[src/rtl/hdx_uart_pkg.sv]
package hdx_uart_pkg;

   localparam int MODE_W = 8;

   typedef struct packed {
      logic echo_drop;
      logic open_drain;
      logic inv_tx;
      logic inv_rx;
   } hdx_mode_t;

   typedef enum logic [1:0] {
      RX_IDLE,
      RX_START,
      RX_DATA,
      RX_STOP
   } hdx_rx_state_e;

   // Only the low four bits carry meaning; the rest are dropped here.
   function automatic hdx_mode_t hdx_decode_mode(input logic [MODE_W-1:0] raw);
      hdx_mode_t m;
      m.inv_rx     = raw[0];
      m.inv_tx     = raw[1];
      m.open_drain = raw[2];
      m.echo_drop  = raw[3];
      return m;
   endfunction

endpackage

[src/rtl/hdx_uart_tx.sv]
module hdx_uart_tx #(
   parameter int MAX_BITS = 32,
   parameter int DIV_W    = 16,
   localparam int LEN_W   = $clog2(MAX_BITS + 1),
   localparam int POS_W   = $clog2(MAX_BITS + 2)
) (
   input  logic                clk,
   input  logic                rst_n,
   input  logic [DIV_W-1:0]    divisor_i,
   input  logic [LEN_W-1:0]    word_len_i,
   input  logic [MAX_BITS-1:0] data_i,
   input  logic                load_i,
   output logic                ready_o,
   output logic                active_o,
   output logic                level_o
);

   logic [MAX_BITS-1:0] hold_q;
   logic [MAX_BITS-1:0] shift_q;
   logic                hold_full_q;
   logic                active_q;
   logic [POS_W-1:0]    pos_q;
   logic [DIV_W-1:0]    cnt_q;

   logic             bit_end;
   logic [POS_W-1:0] stop_pos;
   logic             frame_end;
   logic             take;

   assign bit_end   = (cnt_q == divisor_i - DIV_W'(1));
   assign stop_pos  = POS_W'(word_len_i) + POS_W'(1);
   assign frame_end = active_q && bit_end && (pos_q == stop_pos);
   assign take      = hold_full_q && (!active_q || frame_end);

   always_ff @(posedge clk or negedge rst_n) begin
      if (!rst_n) begin
         hold_q      <= '0;
         shift_q     <= '0;
         hold_full_q <= 1'b0;
         active_q    <= 1'b0;
         pos_q       <= '0;
         cnt_q       <= '0;
      end else begin
         if (take) begin
            hold_full_q <= 1'b0;
         end else if (load_i && !hold_full_q) begin
            hold_full_q <= 1'b1;
            hold_q      <= data_i;
         end

         if (take) begin
            active_q <= 1'b1;
            pos_q    <= '0;
            cnt_q    <= '0;
            shift_q  <= hold_q;
         end else if (frame_end) begin
            active_q <= 1'b0;
            cnt_q    <= '0;
         end else if (active_q) begin
            if (bit_end) begin
               cnt_q <= '0;
               pos_q <= pos_q + POS_W'(1);
               if (pos_q != '0) shift_q <= shift_q >> 1;
            end else begin
               cnt_q <= cnt_q + DIV_W'(1);
            end
         end
      end
   end

   always_comb begin
      if (!active_q)                          level_o = 1'b1;
      else if (pos_q == '0)                   level_o = 1'b0;
      else if (pos_q <= POS_W'(word_len_i))   level_o = shift_q[0];
      else                                    level_o = 1'b1;
   end

   assign ready_o  = !hold_full_q;
   assign active_o = active_q;

   // a queued word begins right where the stop bit ends
   assert_gapless_start_R5: assert property (@(posedge clk) disable iff (!rst_n)
      (frame_end && hold_full_q) |=> (active_q && pos_q == '0 && cnt_q == '0));

   // the burst ends only on the final cycle of a stop bit
   assert_dir_release_R10: assert property (@(posedge clk) disable iff (!rst_n)
      $fell(active_q) |-> $past(pos_q == stop_pos && bit_end));

endmodule

[src/rtl/hdx_uart_rx.sv]
module hdx_uart_rx
   import hdx_uart_pkg::*;
#(
   parameter int MAX_BITS    = 32,
   parameter int DIV_W       = 16,
   parameter int SYNC_STAGES = 2,
   localparam int LEN_W      = $clog2(MAX_BITS + 1),
   localparam int IDX_W      = $clog2(MAX_BITS)
) (
   input  logic                clk,
   input  logic                rst_n,
   input  logic [DIV_W-1:0]    divisor_i,
   input  logic [LEN_W-1:0]    word_len_i,
   input  logic                invert_i,
   input  logic                drop_i,
   input  logic                pad_i,
   input  logic                ack_i,
   output logic [MAX_BITS-1:0] data_o,
   output logic                valid_o,
   output logic                frame_err_o,
   output logic                overrun_o
);

   logic [SYNC_STAGES-1:0] sync_q;
   logic                   lvl;

   always_ff @(posedge clk or negedge rst_n) begin
      if (!rst_n) sync_q <= '1;
      else        sync_q <= {sync_q[SYNC_STAGES-2:0], pad_i};
   end

   assign lvl = sync_q[SYNC_STAGES-1] ^ invert_i;

   hdx_rx_state_e       st_q;
   logic [DIV_W-1:0]    cnt_q;
   logic [IDX_W-1:0]    idx_q;
   logic [MAX_BITS-1:0] shreg_q;
   logic [MAX_BITS-1:0] data_q;
   logic                valid_q;
   logic                ferr_q;
   logic                full_q;
   logic                ovr_q;

   logic bit_end;
   logic half_end;
   logic last_bit;

   assign bit_end  = (cnt_q == divisor_i - DIV_W'(1));
   assign half_end = (cnt_q == (divisor_i >> 1) - DIV_W'(1));
   assign last_bit = (LEN_W'(idx_q) == word_len_i - LEN_W'(1));

   always_ff @(posedge clk or negedge rst_n) begin
      if (!rst_n) begin
         st_q    <= RX_IDLE;
         cnt_q   <= '0;
         idx_q   <= '0;
         shreg_q <= '0;
         data_q  <= '0;
         valid_q <= 1'b0;
         ferr_q  <= 1'b0;
         full_q  <= 1'b0;
         ovr_q   <= 1'b0;
      end else begin
         valid_q <= 1'b0;
         if (ack_i) begin
            full_q <= 1'b0;
            ovr_q  <= 1'b0;
         end
         case (st_q)
            RX_IDLE: begin
               cnt_q <= '0;
               if (!lvl) st_q <= RX_START;
            end
            RX_START: begin
               if (half_end) begin
                  cnt_q <= '0;
                  if (!lvl) begin
                     st_q    <= RX_DATA;
                     idx_q   <= '0;
                     shreg_q <= '0;
                  end else begin
                     st_q <= RX_IDLE;
                  end
               end else begin
                  cnt_q <= cnt_q + DIV_W'(1);
               end
            end
            RX_DATA: begin
               if (bit_end) begin
                  cnt_q          <= '0;
                  shreg_q[idx_q] <= lvl;
                  if (last_bit) st_q  <= RX_STOP;
                  else          idx_q <= idx_q + IDX_W'(1);
               end else begin
                  cnt_q <= cnt_q + DIV_W'(1);
               end
            end
            RX_STOP: begin
               if (bit_end) begin
                  cnt_q <= '0;
                  st_q  <= RX_IDLE;
                  if (!drop_i) begin
                     valid_q <= 1'b1;
                     data_q  <= shreg_q;
                     ferr_q  <= !lvl;
                     full_q  <= 1'b1;
                     if (full_q && !ack_i) ovr_q <= 1'b1;
                  end
               end else begin
                  cnt_q <= cnt_q + DIV_W'(1);
               end
            end
            default: st_q <= RX_IDLE;
         endcase
      end
   end

   assign data_o      = data_q;
   assign valid_o     = valid_q;
   assign frame_err_o = ferr_q;
   assign overrun_o   = ovr_q;

   // delivery is a single-cycle strobe
   assert_valid_pulse_R6: assert property (@(posedge clk) disable iff (!rst_n)
      valid_q |=> !valid_q);

   // overrun only appears together with a fresh delivery
   assert_overrun_cause_R9: assert property (@(posedge clk) disable iff (!rst_n)
      $rose(ovr_q) |-> valid_q);

   // frame error changes only when a word is delivered
   assert_ferr_hold_R8: assert property (@(posedge clk) disable iff (!rst_n)
      !valid_q |-> $stable(ferr_q));

endmodule

[src/rtl/hdx_uart_pad.sv]
module hdx_uart_pad #(
   parameter bit ALLOW_OPEN_DRAIN = 1'b1
) (
   input  logic clk,
   input  logic rst_n,
   input  logic level_i,
   input  logic invert_i,
   input  logic open_drain_i,
   output logic out_o,
   output logic oe_o
);

   logic phys;
   assign phys = level_i ^ invert_i;

   if (ALLOW_OPEN_DRAIN) begin : g_od
      always_comb begin
         if (open_drain_i) begin
            out_o = 1'b0;
            oe_o  = !phys;
         end else begin
            out_o = phys;
            oe_o  = 1'b1;
         end
      end

      // open-drain never sources a high level
      assert_od_low_R3: assert property (@(posedge clk) disable iff (!rst_n)
         open_drain_i |-> !out_o);
   end else begin : g_pp
      assign out_o = phys;
      assign oe_o  = 1'b1;
   end

endmodule

[src/rtl/hdx_uart.sv]
module hdx_uart
   import hdx_uart_pkg::*;
#(
   parameter int MAX_BITS         = 32,
   parameter int DIV_W            = 16,
   parameter int SYNC_STAGES      = 2,
   parameter bit ALLOW_OPEN_DRAIN = 1'b1,
   localparam int LEN_W           = $clog2(MAX_BITS + 1)
) (
   input  logic                clk,
   input  logic                rst_n,
   input  logic [MODE_W-1:0]   mode_i,
   input  logic [DIV_W-1:0]    divisor_i,
   input  logic [LEN_W-1:0]    word_len_i,
   input  logic [MAX_BITS-1:0] tx_data_i,
   input  logic                tx_load_i,
   output logic                tx_ready_o,
   output logic                tx_pad_out_o,
   output logic                tx_pad_oe_o,
   output logic                bus_dir_o,
   input  logic                rx_pad_i,
   output logic [MAX_BITS-1:0] rx_data_o,
   output logic                rx_valid_o,
   output logic                rx_frame_err_o,
   output logic                rx_overrun_o,
   input  logic                rx_ack_i
);

   if (MAX_BITS < 9 || MAX_BITS > 32) begin : g_bad_bits
      $error("hdx_uart: MAX_BITS must lie in 9..32");
   end
   if (DIV_W < 4) begin : g_bad_div
      $error("hdx_uart: DIV_W must be at least 4");
   end
   if (SYNC_STAGES < 2) begin : g_bad_sync
      $error("hdx_uart: SYNC_STAGES must be at least 2");
   end

   hdx_mode_t mode;
   logic      tx_level;
   logic      tx_active;

   assign mode = hdx_decode_mode(mode_i);

   hdx_uart_tx #(.MAX_BITS(MAX_BITS), .DIV_W(DIV_W)) u_tx (
      .clk        (clk),
      .rst_n      (rst_n),
      .divisor_i  (divisor_i),
      .word_len_i (word_len_i),
      .data_i     (tx_data_i),
      .load_i     (tx_load_i),
      .ready_o    (tx_ready_o),
      .active_o   (tx_active),
      .level_o    (tx_level)
   );

   hdx_uart_pad #(.ALLOW_OPEN_DRAIN(ALLOW_OPEN_DRAIN)) u_pad (
      .clk          (clk),
      .rst_n        (rst_n),
      .level_i      (tx_level),
      .invert_i     (mode.inv_tx),
      .open_drain_i (mode.open_drain),
      .out_o        (tx_pad_out_o),
      .oe_o         (tx_pad_oe_o)
   );

   hdx_uart_rx #(.MAX_BITS(MAX_BITS), .DIV_W(DIV_W), .SYNC_STAGES(SYNC_STAGES)) u_rx (
      .clk         (clk),
      .rst_n       (rst_n),
      .divisor_i   (divisor_i),
      .word_len_i  (word_len_i),
      .invert_i    (mode.inv_rx),
      .drop_i      (mode.echo_drop && tx_active),
      .pad_i       (rx_pad_i),
      .ack_i       (rx_ack_i),
      .data_o      (rx_data_o),
      .valid_o     (rx_valid_o),
      .frame_err_o (rx_frame_err_o),
      .overrun_o   (rx_overrun_o)
   );

   assign bus_dir_o = tx_active;

   // nothing is delivered out of a stop sample taken during an own burst
   assert_echo_drop_R11: assert property (@(posedge clk) disable iff (!rst_n)
      rx_valid_o |-> !$past(mode_i[3] && bus_dir_o));

   // open-drain, non-inverted, idle line is released
   assert_od_float_R3: assert property (@(posedge clk) disable iff (!rst_n)
      (ALLOW_OPEN_DRAIN && mode_i[2] && !mode_i[1] && !bus_dir_o) |-> !tx_pad_oe_o);

   // the holding slot is never free while a word waits behind an idle shifter
   assert_slot_drain_R5: assert property (@(posedge clk) disable iff (!rst_n)
      (!tx_ready_o && !bus_dir_o) |=> bus_dir_o);

endmodule

[config.mk]
export PLATFORM = sky130hd
export DESIGN_NAME = hdx_uart
export DESIGN_NICKNAME = d
export VERILOG_FILES = /design/src/rtl/hdx_uart_pkg.sv /design/src/rtl/hdx_uart_tx.sv /design/src/rtl/hdx_uart_rx.sv /design/src/rtl/hdx_uart_pad.sv /design/src/rtl/hdx_uart.sv
export SDC_FILE = /design/constraint.sdc
export NUM_CORES = 1
export LEC_CHECK = 0
export ABC_CLOCK_PERIOD_IN_PS = 13800
export CELL_PAD_IN_SITES_DETAIL_PLACEMENT = 1
export CELL_PAD_IN_SITES_GLOBAL_PLACEMENT = 2
export CORE_MARGIN = 4
export CORE_UTILIZATION = 39
export CTS_CLUSTER_SIZE = 30
export DETAILED_ROUTE_END_ITERATION = 12
export PLACE_DENSITY = 0.95
export REMOVE_ABC_BUFFERS = 1
export SYNTH_ARGS = -nofsm -noshare
export SYNTH_HDL_FRONTEND = slang
export SYNTH_SLANG_ARGS = --single-unit
[constraint.sdc]
create_clock -name clk -period 13.8 [get_ports clk]
set_clock_uncertainty 0.2 [all_clocks]
set_input_delay 4.14 -clock clk [delete_from_list [all_inputs] [get_ports clk]]
set_output_delay 4.14 -clock clk [all_outputs]
set_load 0.01 [all_outputs]
# Yosys cells after proc, flatten, opt, wreduce, memory -nomap -nowiden
# Index checks and enable logic that the tools add are counted.
# Widths: inputs -> output; s select.
# totals
inputBits	67
regBits	181
wordCells	134
out_inout_bits	39
# classes
n_mux	56
addsub	8
n_eq_ne	16
n_reduce_logical	31
order_cmp	3
bitwise	4
# op_table
op	count
$mux 32	8
$mux 16	6
$pmux 32 s2	1
$eq 16x16->1	3
$pmux 16 s3	1
$add 16x1->16 const B	2
$bwmux 32	1
$mux 6	4
$mux 1	22
$mux 5	4
$sub 15x1->16 const B	1
$sub 16x1->16 const B	1
$add 6x1->6 const B	2
$mux 2	6
$reduce_bool 2->1	6
$pmux 5 s2	1
$reduce_and 5->1	2
$ne 2x1->1 const B	4
$ne 2x2->1 const B	4
$pmux 2 s4	1
$reduce_and 4->1	2
$logic_and 1x1->1	7
$eq 5x6->1	1
$eq 6x6->1	1
other kinds (19)	27

# Depth between registers and ports, before layout
# Gate-level depths: netlist (run 1).
# depth
ltp_word	8
ltp_mapped	15
depth_no_buf	10

# Modules after synthesis
# A second synthesis (run 1) with hierarchy kept.
# unflattened
hier_cells	962
area_unflattened_um2	10258.6
# modules_own_cells
mod	instances	area_each_um2	cells_per_inst
hdx_uart_rx	1	5376.4	533
hdx_uart_tx	1	4854.7	425
hdx_uart_pad	1	21.3	3
hdx_uart	1	6.3	1

# Least setup slack after synthesis (run 1)
# Ideal clock, no wire load.
# synth_timing
kind	input -> output
from	input word_len_i[2]
to	output tx_pad_out_o
arrival_time_ps	5909
slack_ps	3551
stages	10
path_buffers	1
path_cell_list	clkbuf_1 > inv_1 > ha_1 > o21a_1 > o21a_1 > o21ai_0 > a21oi_1 > o21a_1 > or3_1 > and3b_1
# synth_between
elab_chain_cells	6
# synth_lines
element	line_no	source
start: declaration	hdx_uart.sv:14	input logic [LEN_W-1:0] word_len_i,
$le 6x6->1	hdx_uart_tx.sv:74	else if (pos_q <= POS_W'(word_len_i)) level_o = shift_q[0];
$mux 1	hdx_uart_tx.sv:74	
$mux 1	hdx_uart_tx.sv:73	else if (pos_q == '0) level_o = 1'b0;
$mux 1	hdx_uart_tx.sv:72	if (!active_q) level_o = 1'b1;
$xor 1x1->1	hdx_uart_pad.sv:14	assign phys = level_i ^ invert_i;
$mux 1	hdx_uart_pad.sv:18	if (open_drain_i) begin
end: declaration	hdx_uart.sv:18	output logic tx_pad_out_o,
# No other way between the ends.

# Worst setup path after layout (run 1)
# layout_timing
from	input word_len_i[1]
to	output tx_pad_out_o
# The elaborated chain is that of the path after synthesis.

==> results of run 1 <==
## how the worst max path moves through the flow
stage                  startpoint                to  slack, ns  cells after the start
floorplan            divisor_i[1]  u_rx.frame_err_o       2.89                     10
global placement    word_len_i[1]      tx_pad_out_o       2.54                     12
detailed placement  word_len_i[1]      tx_pad_out_o       2.53                     12
CTS                 word_len_i[1]      tx_pad_out_o       2.52                     12
global route        word_len_i[1]      tx_pad_out_o       2.37                     12
finish              word_len_i[1]      tx_pad_out_o       2.54                     12
## power by group through the flow
stage               registers, mW  clock network (mW)  logic (mW)
floorplan                   0.666                   0       0.222
finish                      0.679               0.497       0.330
global placement            0.683                   0       0.317
global route                0.691               0.535       0.367
CTS                         0.680               0.510       0.334
detailed placement          0.690                   0       0.331
## critical path, cell delays in order
cell	delay [ns]
clkdlybuf4s50_1	0.51
inv_1	0.08
ha_1	0.31
nor2b_1	0.13
o21a_1	0.16
o21a_1	0.16
o21ai_0	0.14
a21oi_1	0.11
o21a_1	0.20
or3_1	0.32
and3b_1	0.18
clkdlybuf4s50_1	0.47
## stage by stage
stage / area, sq um / worst slack, ns / cells
6_report: 11900 / 2.54 / 1499
5_1_grt: 11900 / 2.37 / 1499
4_1_cts: 11900 / 2.52 / 1499
3_5_place_dp: 11400 / 2.53 / 1467
3_3_place_gp: 11400 / 2.54 / 1467
2_1_floorplan: 9860 / 2.89 / 1029
## state kept, by name, summed over array words and instances (netlist names), 2 cells and up, named ones only
signal / cells
u_rx.idx_q: 5
u_tx.hold_q: 32
u_rx.data_o: 32
u_rx.cnt_q: 16
u_tx.shift_q: 32
u_rx.sync_q: 2
u_tx.pos_q: 6
u_tx.cnt_q: 16
u_rx.shreg_q: 32
## cell families (layout without fill, tap and decap cells)
logic type               after synthesis  after routing  synth area share [%]
flip-flops                           181            181                  44.4
AO/OA/AOI/OAI                        221            221                  14.6
buffers and inverters                140            197                  5.56
multiplexers                          42             42                  4.51
XOR/XNOR                             105            105                  9.15
adder cells (fa/ha/maj)               22             22                  2.69
AND/OR/NAND/NOR                      401            401                  19.2
## cells in the final DEF (no fill, tap or decap), types with 10 or more instances in the layout
cell type	netlist	layout
dfrtp_1	179	179
nand2_1	142	142
clkdlybuf4s50_1	0	100
nor2_1	93	93
o21ai_0	85	85
xnor2_1	63	63
inv_1	55	55
xor2_1	41	41
nand3_1	36	36
a31oi_1	35	35
a221o_1	31	31
mux2_2	31	31
ha_1	22	22
nor4_1	18	17
a21oi_1	17	17
clkbuf_16	0	17
and3_1	16	16
nor3_1	15	15
or4_1	10	10
mux2i_1	10	10
nand4_1	10	10
## area by class of cell
type	instances	area, sq um	share of cell area, %
tap	330	413	3.46
clock buffer	17	425	3.56
clock inverter	15	159	1.33
multi-input combinational	791	5140	43.0
inverter	57	214	1.79
sequential	181	4530	37.9
timing repair buffer	108	1060	8.91
## layer usage
metal,vias to the layer above,track usage (%)
met2,136,33.0
met4,0,4.90
met5,-,0
met3,28,2.67
li1,3970,-
met1,4279,25.9
==> impl_metrics.toml, run 1 <==
[routing]
viasPerCell = 5.61
top_layer = "met4"
wirelength_mm = 27.3
vias = 8413
wl_per_cell_um = 18.2
drtIter0Drc = 458
drtPass1Iterations = 6
met3_length_um = 855
drc = 0
ant_nets = 0
wl_met2_mm = 13.7
wl_met1_mm = 12.4

[global_routing]
grt_overflow = 0
grt_pass1_vias = 8666
track_usage_pct = 19.3
grt_max_degree = 103
antenna_found_initial = 0
grt_pass1_wl_mm = 45.7

[synth]
synth_top_area_cell = "dfrtp_1"
synth.ff_latch_count = 181
synth-main-ff-cell = "dfrtp_1"
synthDistinctLibCells = 73
synth.most_common_cell = "dfrtp_1"
netlist_instances = 1112
synth_edf_count = 0
yosysSeqAreaShare_pct = 44.4
synth_warnings = 0
ys_top_cells_by_count = "dfrtp_1 (179), nand2_1 (142), nor2_1 (93)"
synth_area_sq_um = 10200
yosys-top-cells-area = "dfrtp_1 (44%), xnor2_1 (5.4%), nand2_1 (5.2%)"
synth.avg_cell_area_sq_um = 9.19
synthArstFlopShare_pct = 100
yosysTopAreaCellShare_pct = 43.8

[clock_network]
root_buffer = "clkbuf_16"
clk_latency_ns = 0.43
cts.sinks = 181
clk_path_buf_depth = 2
post_cts_buffers = 0
cts_tree = "done"
holdBufCountCts = 0
h-tree-depth = 4
numCtsBuffers = 17
cts.reportedPaths.clkPinSlew_ns = 0.08
post_cts_resize_count = 0

[floorplanning]
fp.dieH_um = 170
io-pin-count = 106
die-area_sq_um = 28900
num_rows = 58
start_util_pct = 40.1
chipWidth_um = 170
core_sq_um = 25500

[sta]
fmax_mhz = 88.8
setup_tns_ns = 0
worst_pin_slew_ns = 1.20
setup_viol = 0
hold_slack_ns = 0.163
hold_viol = 0
relSlewSlack_pct = 19.7
rsz0062_at_grt = "no"
maxSlewViolCount = 0
fin_crit_ns = 11.26
finalCritPeriodShare_pct = 81.6

[power_and_ir_drop]
p_per_area_nw_per_um2 = 126
pwr-share-seq_pct = 45.1
clkPwrFrac_pct = 33.0
combinationalPowerShare_pct = 21.9
switchingPower_mw = 0.483
p_total_mw = 1.51
peakVddDrop_uv = 70.0
internal_power_mw = 1.02
switching_share_pct = 32.1
p_leak_nw = 5.08

[placed_design]
numPortBuffers = 101
dpl.hpwl_mm = 18.9
place.gp.congestion = 0.841

[finish]
area_growth_pct = 16.9
layout-drive-gt1-share_pct = 7.78
fin_util_pct = 46.9
diodes = 0
fillers = 2906
final_nets = 1245

[hold_path]
hold_end = "u_rx.sync_q[1]"
hp-class = "flip-flop to flip-flop"
min_from = "u_rx.sync_q[0]"
hold_depth = 0

[worst_setup_path]
critPathLaunchType = "input port"
cp.arrival_ns = 6.92
reg2reg_depth = 8
r2r_end = "u_rx.data_o[15]"
worst-path-max-fanout = 4
cp.required_ns = 9.46
reg2reg_from = "u_rx.cnt_q[3]"
end_kind = "output pin"
critPathKind = "input port to output pin"
reg2reg_setup_slack_ns = 9.59

[outcome]
status = "finished clean"

[flow_run]
drv_cap = 0
Note: power is estimated with default switching activity, not from simulation.
==> inputs of run 2 (changes only) <==
--- a/config.mk
+++ b/config.mk
@@ -5,14 +5,14 @@
 export SDC_FILE = /design/constraint.sdc
 export NUM_CORES = 1
 export LEC_CHECK = 0
-export ABC_CLOCK_PERIOD_IN_PS = 13800
+export ABC_CLOCK_PERIOD_IN_PS = 9100
 export CELL_PAD_IN_SITES_DETAIL_PLACEMENT = 1
 export CELL_PAD_IN_SITES_GLOBAL_PLACEMENT = 2
 export CORE_MARGIN = 4
-export CORE_UTILIZATION = 39
+export CORE_UTILIZATION = 32
 export CTS_CLUSTER_SIZE = 30
 export DETAILED_ROUTE_END_ITERATION = 12
-export PLACE_DENSITY = 0.95
+export PLACE_DENSITY = 0.86
 export REMOVE_ABC_BUFFERS = 1
 export SYNTH_ARGS = -nofsm -noshare
 export SYNTH_HDL_FRONTEND = slang
==> constraint.sdc (replaced) <==
create_clock -name clk -period 9.1 [get_ports clk]
set_clock_uncertainty 0.2 [all_clocks]
set_input_delay 2.73 -clock clk [delete_from_list [all_inputs] [get_ports clk]]
set_output_delay 2.73 -clock clk [all_outputs]
set_load 0.01 [all_outputs]
==> impl_metrics.toml, run 2 (synthesized netlist as in run 1, its figures left out) <==
[outcome]
status = "finished clean"

[worst_setup_path]
critPathSlowestCell = "clkdlybuf4s50_1"
max_stage_delay_ns = 0.55
reg2reg_depth = 7
crit_top_cell = "o21a_1"
end_kind = "output pin"
reg2reg_from = "u_tx.cnt_q[4]"
cp-endpoint = "tx_pad_out_o"
r2r_end = "u_tx.cnt_q[10]"
cp.required_ns = 6.17
worst-path-max-fanout = 4
path_cells = "clkdlybuf4s50_1, inv_1, ha_1, nor2b_1, o21a_1, o21a_1, o21ai_0, a21oi_1, o21a_1, or3_1, and3b_1, clkdlybuf4s50_1"
reg2reg_setup_slack_ns = 5.30
cp_top_family = "buffers and inverters"
cp.depth = 12
critPathLaunchType = "input port"
cp_num_buf_inv = 3
cp.arrival_ns = 5.55
startpoint = "word_len_i[1]"
critPathKind = "input port to output pin"

[routing]
wirelength_mm = 27.6
drc = 0
drtIter0Drc = 522
viasPerCell = 5.25
drtPass1Iterations = 5
vias = 8276
ant_nets = 0
wl_per_cell_um = 17.5

[global_routing]
grt_pass1_vias = 8915
antenna_found_initial = 0
grt_pass1_wl_mm = 46.2
track_usage_pct = 15.8
grt_max_degree = 89
grt_overflow = 0

[power_and_ir_drop]
internal_power_mw = 1.53
combinationalPowerShare_pct = 22.2
peakVddDrop_uv = 139
switchingPower_mw = 0.732
switching_share_pct = 32.4
p_per_area_nw_per_um2 = 187
clkPwrFrac_pct = 32.2
pwr-share-seq_pct = 45.5
p_leak_nw = 5.09
p_total_mw = 2.26

[clock_network]
root_buffer = "clkbuf_16"
post_cts_buffers = 0
clk_latency_ns = 0.44
post_cts_resize_count = 0
h-tree-depth = 4
numCtsBuffers = 17
cts_tree = "done"
cts.sinks = 181
cts.reportedPaths.clkPinSlew_ns = 0.08
holdBufCountCts = 0
clk_path_buf_depth = 2

[finish]
final_area_sq_um = 12100
area_growth_pct = 18.0
layout_common_cells = "dfrtp_1 (179), nand2_1 (142), clkdlybuf4s50_1 (100), nor2_1 (93), o21ai_0 (85)"
diodes = 0
final_nets = 1250
final_common_cell = "dfrtp_1"
layout-drive-gt1-share_pct = 8.18
stdcell_count = 1576

[floorplanning]
chipWidth_um = 187
core_sq_um = 31600
die-area_sq_um = 34900
fp.dieH_um = 187
io-pin-count = 106
num_rows = 65
start_util_pct = 32.4

[sta]
hold_slack_ns = 0.159
setup_viol = 0
maxSlewViolCount = 0
hold_viol = 0
worst_pin_slew_ns = 1.20
fmax_mhz = 118
fin_crit_ns = 8.48
finalCritPeriodShare_pct = 93.2
rsz0062_at_grt = "no"
relSlewSlack_pct = 18.0

[hold_path]
hp-class = "flip-flop to flip-flop"
hold_depth = 0

[placed_design]
place_inst = 1544
numPortBuffers = 101
place.gp.congestion = 0.827
placed_cell_area_sq_um = 11500
dpl.hpwl_mm = 19.3

[flow_run]
drv_cap = 0
[run 2: cell types whose count changed in the layout (fill, tap and decap cells not counted)]
cell | before | now
inv_8 | 3 | 6
nor2_4 | 1 | 0
inv_6 | 5 | 1
buf_4 | 7 | 12
clkinvlp_4 | 1 | 2
nor2_2 | 0 | 1
bufinv_16 | 1 | 0
clkinv_4 | 2 | 3
[run 2: how the worst min path moves through the flow]
stage | startpoint | end | slack (ns)
floorplan | u_rx.sync_q[0] | u_rx.sync_q[1] | 0.15
CTS | u_rx.sync_q[0] | u_rx.sync_q[1] | 0.16
global route | u_rx.sync_q[0] | u_rx.sync_q[1] | 0.17
global placement | u_rx.sync_q[0] | u_rx.sync_q[1] | 0.15
finish | u_rx.sync_q[0] | u_rx.sync_q[1] | 0.16
detailed placement | u_rx.sync_q[0] | u_rx.sync_q[1] | 0.15
[run 2: power by group through the flow]
stage | Sequential [mW] | Combinational [mW] | Clock, mW
after floorplan | 1.01 | 0.337 | 0
after global placement | 1.04 | 0.482 | 0
after detailed placement | 1.05 | 0.503 | 0
after CTS | 1.03 | 0.508 | 0.755
after global routing | 1.05 | 0.562 | 0.789
final | 1.03 | 0.503 | 0.728
[run 2: area by class of cell]
class | count | area (sq um)
Sequential cell | 181 | 4530
Clock buffer | 17 | 425
Clock inverter | 15 | 144
Timing Repair Buffer | 113 | 1100
Fill cell | 3625 | 19500
Multi-Input combinational cell | 791 | 5130
Inverter | 57 | 214
Tap cell | 402 | 503
[run 2: metal layers]
metal / share of wire (%) / global-route usage, % / vias up
li1: - / - / 3973
met1: 47 / 20.4 / 4163
met2: 49 / 27.6 / 119
met3: 3.3 / 2.94 / 21
met4: 0.95 / 3.70 / 0
met5: 0 / 0 / -
[run 2: metrics by stage]
step / TNS [ns] / setup WS (ns) / util [%]
3_5_place_dp: 0 / 0.605 / 36.4
2_1_floorplan: -11.73 / -0.401 / -
3_3_place_gp: 0 / 0.653 / 36.4
4_1_cts: 0 / 0.598 / 38.2
5_1_grt: 0 / 0.491 / 38.2
6_report: 0 / 0.616 / 38.2
